===== src/rtl/gpls_pkg.sv =====
package gpls_pkg;

   localparam int unsigned OFF_W = 18;
   localparam int unsigned REG_W = 5;

   typedef enum logic [2:0] {
      K_NONE   = 3'd0,
      K_LOAD   = 3'd1,
      K_STORE  = 3'd2,
      K_ADDI   = 3'd3,
      K_FLOAD  = 3'd4,
      K_FSTORE = 3'd5
   } gpls_kind_e;

   typedef enum logic [1:0] {
      SZ_B = 2'd0,
      SZ_H = 2'd1,
      SZ_W = 2'd2,
      SZ_D = 2'd3
   } gpls_size_e;

   typedef struct packed {
      gpls_kind_e             kind;
      gpls_size_e             size;
      logic                   sgn;
      logic [REG_W-1:0]       rreg;
      logic [REG_W-1:0]       base;
      logic [OFF_W-1:0]       off;
      logic                   wen;
      logic                   ext32;
      logic                   ri;
   } gpls_desc_t;

endpackage


===== src/rtl/gpls_class.sv =====
module gpls_class
   import gpls_pkg::*;
#(
   parameter int unsigned XLEN = 64
) (
   input  logic [2:0]  sub_i,
   input  logic [1:0]  sel_i,
   input  logic        rt_zero_i,
   input  logic        wrap_i,
   output gpls_kind_e  kind_o,
   output gpls_size_e  size_o,
   output logic        sgn_o,
   output logic        wen_o,
   output logic        ext32_o,
   output logic        ri_o,
   output logic [1:0]  clr_o
);

   localparam bit WIDE = (XLEN == 64);

   always_comb begin
      kind_o  = K_NONE;
      size_o  = SZ_B;
      sgn_o   = 1'b0;
      wen_o   = 1'b0;
      ext32_o = 1'b0;
      ri_o    = 1'b0;
      clr_o   = 2'b00;
      unique case (sub_i)
         3'd0: begin
            kind_o = K_LOAD;
            sgn_o  = 1'b1;
            wen_o  = 1'b1;
         end
         3'd1: kind_o = K_STORE;
         3'd2: begin
            kind_o = K_LOAD;
            wen_o  = 1'b1;
         end
         3'd3: begin
            kind_o  = K_ADDI;
            wen_o   = ~rt_zero_i;
            ext32_o = WIDE & wrap_i;
         end
         3'd4: begin
            kind_o = K_LOAD;
            size_o = SZ_H;
            sgn_o  = ~sel_i[0];
            wen_o  = 1'b1;
            clr_o  = 2'b01;
         end
         3'd5: begin
            if (sel_i[0]) begin
               ri_o = 1'b1;
            end else begin
               kind_o = K_STORE;
               size_o = SZ_H;
               clr_o  = 2'b01;
            end
         end
         3'd6: begin
            kind_o = sel_i[1] ? K_FSTORE : K_FLOAD;
            size_o = sel_i[0] ? SZ_D : SZ_W;
            wen_o  = ~sel_i[1];
            clr_o  = 2'b11;
         end
         default: ri_o = 1'b1;
      endcase
   end

endmodule


===== src/rtl/gpls_align.sv =====
module gpls_align #(
   parameter int unsigned OFF_W = 18
) (
   input  logic [OFF_W-1:0] raw_i,
   input  logic [1:0]       clr_i,
   input  logic             kill_i,
   output logic [OFF_W-1:0] off_o
);

   for (genvar i = 0; i < OFF_W; i++) begin : g_bit
      if (i < 2) begin : g_low
         assign off_o[i] = raw_i[i] & ~clr_i[i] & ~kill_i;
      end else begin : g_high
         assign off_o[i] = raw_i[i] & ~kill_i;
      end
   end

endmodule


===== src/rtl/gpls_stage.sv =====
module gpls_stage
   import gpls_pkg::*;
#(
   parameter bit REG_OUT = 1'b0
) (
   input  logic       clk_i,
   input  logic       rst_ni,
   input  gpls_desc_t d_i,
   output gpls_desc_t q_o
);

   if (REG_OUT) begin : g_reg
      always_ff @(posedge clk_i or negedge rst_ni) begin
         if (!rst_ni) q_o <= '0;
         else         q_o <= d_i;
      end
   end else begin : g_comb
      logic unused_clk;
      assign unused_clk = clk_i ^ rst_ni;
      assign q_o = d_i;
   end

endmodule


===== src/rtl/gp_mem_decoder.sv =====
module gp_mem_decoder
   import gpls_pkg::*;
#(
   parameter int unsigned XLEN    = 64,
   parameter bit          REG_OUT = 1'b0,
   parameter int unsigned GP_REG  = 28,
   parameter int unsigned IW      = 32
) (
   input  logic             clk_i,
   input  logic             rst_ni,
   input  logic [IW-1:0]    instr_i,
   input  logic             wrap_i,
   output logic [2:0]       kind_o,
   output logic [1:0]       size_o,
   output logic             signed_o,
   output logic [REG_W-1:0] reg_o,
   output logic [REG_W-1:0] base_o,
   output logic [OFF_W-1:0] offset_o,
   output logic             wen_o,
   output logic             ext32_o,
   output logic             ri_o
);

   localparam int unsigned SUB_LSB = OFF_W;
   localparam int unsigned RT_LSB  = OFF_W + 3;
   localparam int unsigned TOP_USE = RT_LSB + REG_W;

   if (!(XLEN == 32 || XLEN == 64)) begin : g_bad_xlen
      $error("gp_mem_decoder: XLEN must be 32 or 64");
   end
   if (GP_REG >= (1 << REG_W)) begin : g_bad_gp
      $error("gp_mem_decoder: GP_REG out of register range");
   end
   if (IW <= TOP_USE) begin : g_bad_iw
      $error("gp_mem_decoder: IW too narrow for the field layout");
   end

   logic [2:0]       sub;
   logic [REG_W-1:0] rt;
   logic             unused_major;

   assign sub          = instr_i[SUB_LSB +: 3];
   assign rt           = instr_i[RT_LSB +: REG_W];
   assign unused_major = ^instr_i[IW-1:TOP_USE];

   gpls_kind_e c_kind;
   gpls_size_e c_size;
   logic       c_sgn, c_wen, c_ext, c_ri;
   logic [1:0] c_clr;

   gpls_class #(.XLEN(XLEN)) i_class (
      .sub_i     (sub),
      .sel_i     (instr_i[1:0]),
      .rt_zero_i (rt == '0),
      .wrap_i    (wrap_i),
      .kind_o    (c_kind),
      .size_o    (c_size),
      .sgn_o     (c_sgn),
      .wen_o     (c_wen),
      .ext32_o   (c_ext),
      .ri_o      (c_ri),
      .clr_o     (c_clr)
   );

   logic [OFF_W-1:0] c_off;

   gpls_align #(.OFF_W(OFF_W)) i_align (
      .raw_i  (instr_i[OFF_W-1:0]),
      .clr_i  (c_clr),
      .kill_i (c_ri),
      .off_o  (c_off)
   );

   gpls_desc_t d_c, d_q;

   always_comb begin
      d_c.kind  = c_kind;
      d_c.size  = c_size;
      d_c.sgn   = c_sgn;
      d_c.rreg  = c_ri ? '0 : rt;
      d_c.base  = c_ri ? '0 : REG_W'(GP_REG);
      d_c.off   = c_off;
      d_c.wen   = c_wen;
      d_c.ext32 = c_ext;
      d_c.ri    = c_ri;
   end

   gpls_stage #(.REG_OUT(REG_OUT)) i_stage (
      .clk_i  (clk_i),
      .rst_ni (rst_ni),
      .d_i    (d_c),
      .q_o    (d_q)
   );

   assign kind_o   = d_q.kind;
   assign size_o   = d_q.size;
   assign signed_o = d_q.sgn;
   assign reg_o    = d_q.rreg;
   assign base_o   = d_q.base;
   assign offset_o = d_q.off;
   assign wen_o    = d_q.wen;
   assign ext32_o  = d_q.ext32;
   assign ri_o     = d_q.ri;

   AST_RI_EMPTY: assert property (@(posedge clk_i) disable iff (!rst_ni)
      ri_o |-> (kind_o == 3'd0 && !wen_o && !ext32_o && offset_o == '0 && reg_o == '0));
   AST_BASE_GP: assert property (@(posedge clk_i) disable iff (!rst_ni)
      (kind_o != 3'd0) |-> (base_o == REG_W'(GP_REG)));
   AST_HALF_EVEN: assert property (@(posedge clk_i) disable iff (!rst_ni)
      (size_o == 2'd1) |-> !offset_o[0]);
   AST_FP_ALIGN: assert property (@(posedge clk_i) disable iff (!rst_ni)
      (kind_o == 3'd4 || kind_o == 3'd5) |-> (offset_o[1:0] == 2'b00));
   AST_EXT_ADDI: assert property (@(posedge clk_i) disable iff (!rst_ni)
      ext32_o |-> (kind_o == 3'd3));
   AST_STORE_NOWR: assert property (@(posedge clk_i) disable iff (!rst_ni)
      (kind_o == 3'd2 || kind_o == 3'd5) |-> !wen_o);

endmodule


===== config.mk =====
export PLATFORM = sky130hd
export DESIGN_NAME = gp_mem_decoder
export DESIGN_NICKNAME = d
export VERILOG_FILES = /design/src/rtl/gpls_pkg.sv /design/src/rtl/gpls_class.sv /design/src/rtl/gpls_align.sv /design/src/rtl/gpls_stage.sv /design/src/rtl/gp_mem_decoder.sv
export SDC_FILE = /design/constraint.sdc
export NUM_CORES = 1
export LEC_CHECK = 0
export ABC_AREA = 1
export BUFFER_PORTS_ARGS = -buffer_cell sky130_fd_sc_hd__buf_2
export CORE_MARGIN = 2
export CORE_UTILIZATION = 39
export DETAILED_ROUTE_END_ITERATION = 6
export PLACE_DENSITY = 0.9
export SYNTH_ARGS = -nofsm -noshare
export SYNTH_HDL_FRONTEND = slang
export SYNTH_HIERARCHICAL = 1
export SYNTH_SLANG_ARGS = --single-unit

===== constraint.sdc =====
create_clock -name vclk -period 3.4
set_input_delay 0.34 -clock vclk [all_inputs]
set_output_delay 0.34 -clock vclk [all_outputs]
set_load 0.03 [all_outputs]

==> summary.txt <==
status = complete, no violations
Yosys warnings = 6
minimum clock period = 1890 ps
Synth area leader = buf_4
distinct cell type count after synthesis = 15
crit path to = offset_o[8]
drt initial violations = 0
LEAKAGE = 0.537 nW
Initial Util = 42.6%
Setup CP Type = input port to output pin
critical path arrival = 1550 ps
final net count = 183
FILL cells = 195
Hold Vio Cnt, Final = 0
f_max = 529 MHz
crit path capture type = output pin
Post-Place Cells = 162
die area = 0.00203 mm^2
Post-CTS Setup Bufs = 0
number of sequential cells = 0
Startpoint Class = input port
Final Setup Violations = 0
Setup WS pre-CTS = 1480 ps
WP data required = 3060 ps
clk_buf instances = 0
DIE HEIGHT = 45.0 um
largest net degree at the start of global routing = 19
IO Pins = 72
DR WL/cell = 6.99 um
PwrDens = 196 mW/mm^2
maximum vdd drop = 0.0616 mV
max_cap viols = 0
Routed WL = 1.13 mm
Seq. cell area = 0 um^2
worst-path fanout max = 18
Tightest Hold Check Type = input port to output pin
final worst slack = 1510 ps
site row count = 14
Layout Cells excl Fill = 162
Yosys top cell area share = 43.4%
ranking of synthesized cells by area = buf_4, inv_1, nor2_1, nand2_1, buf_6
Final GP Congestion = 0.696
area grow syn2layout = 2.86%
via count of the routed design = 637
vias in the first global route = 431
grt total ovfl = 0
Synth Instances = 123
routed vias/inst = 3.93
Residual DRC = 0
post-DP HPWL = 1.02 mm
GRT Overall Usage = 9.59%
Final Max Slew Viols = 0
Final ANT Viol Nets = 0
Floorplan Core Area = 0.00154 mm^2
Util after Layout = 43.8%
syn avg cell area = 5.34 um^2
Worst setup startpoint = instr_i[19]
IO Port Bufs = 62
# resized after CTS = 0
Mapped Area = 657 um^2
Post-Route Setup TNS = 0 ps
Pre-antenna DRT Iters = 1
number of inserted diodes = 0
Total Power = 133 uW
antenna violations before repair = 0
share of cells above drive strength 1 = 45.9%
Seq/Total Area, Yosys = 0%
Final Cycle Share = 55.6%
global-route wire length before repair = 1.57 mm
die width = 45.0 um
cts hold-fix bufs = 0
RSZ-0062 raised after global routing = no
## worst max-delay path, stage by stage
cell,delay (ps)
buf_2,100
inv_1,60
nand2_1,90
nand2_1,60
nor2_1,360
buf_4,290
nor2_1,70
buf_2,170
## stage by stage
step | hold WS [ps] | instance area, um^2
4_1_cts | 1000 | 676
6_report | 1000 | 676
5_1_grt | 1010 | 676
3_3_place_gp | 1000 | 676
3_5_place_dp | 1000 | 676
2_1_floorplan | 859 | 661
## cell families after synthesis
group	after synthesis	synth area share (%)
and+or+nand+nor	48	30.9
AOI/OAI and AO/OA	3	2.29
buffers and inverters	71	66.3
other	1	0.571
## power by group
part / switching (mW) / total [mW] / internal [mW]
Clock: 0 / 0 / 0
Sequential: 0 / 0 / 0
Combinational: 0.0921 / 0.133 / 0.0404
## per-layer routing
metal	routed length [um]	vias up	track usage, %
met1	411	249	10.8
met4	0	0	0
met5	0	-	0
li1	-	348	-
met3	181	0	0.800
met2	539	40	20.0
## cell usage in the layout (no fill, tap or decap)
cell type and instances:
nor3b_1 1, and3_2 1, o21ai_0 1, conb_1 2
nor2_1 26, buf_4 1, nand2_2 1, nor2_2 1
inv_1 30, a21oi_1 2, nand3_1 2, nand2_1 15
nor2_4 1, buf_2 62
## cell type report
cell class | instances | area [um^2] | area share (%)
timing repair buffer | 63 | 318 | 47.0
inverter | 30 | 113 | 16.7
multi-input combinational | 53 | 225 | 33.3
tap | 16 | 20.0 | 2.96
## worst min path at each step
stage	startpoint	endpoint	cells past startpoint
global placement	instr_i[9]	offset_o[9]	4
finish	instr_i[17]	offset_o[17]	4
global route	instr_i[15]	offset_o[15]	4
floorplan	instr_i[20]	ext32_o	2
detailed placement	instr_i[11]	offset_o[11]	4
CTS	instr_i[17]	offset_o[17]	4
## synth_stat cells
cell type	instances
a21oi_1	2
and3_2	1
buf_4	38
buf_6	2
buf_8	1
conb_1	1
inv_1	30
nand2_1	15
nand2_2	1
nand3_1	2
nor2_1	26
nor2_2	1
nor2_4	1
nor3b_1	1
o21ai_0	1
Note: power is estimated with default switching activity, not from simulation.
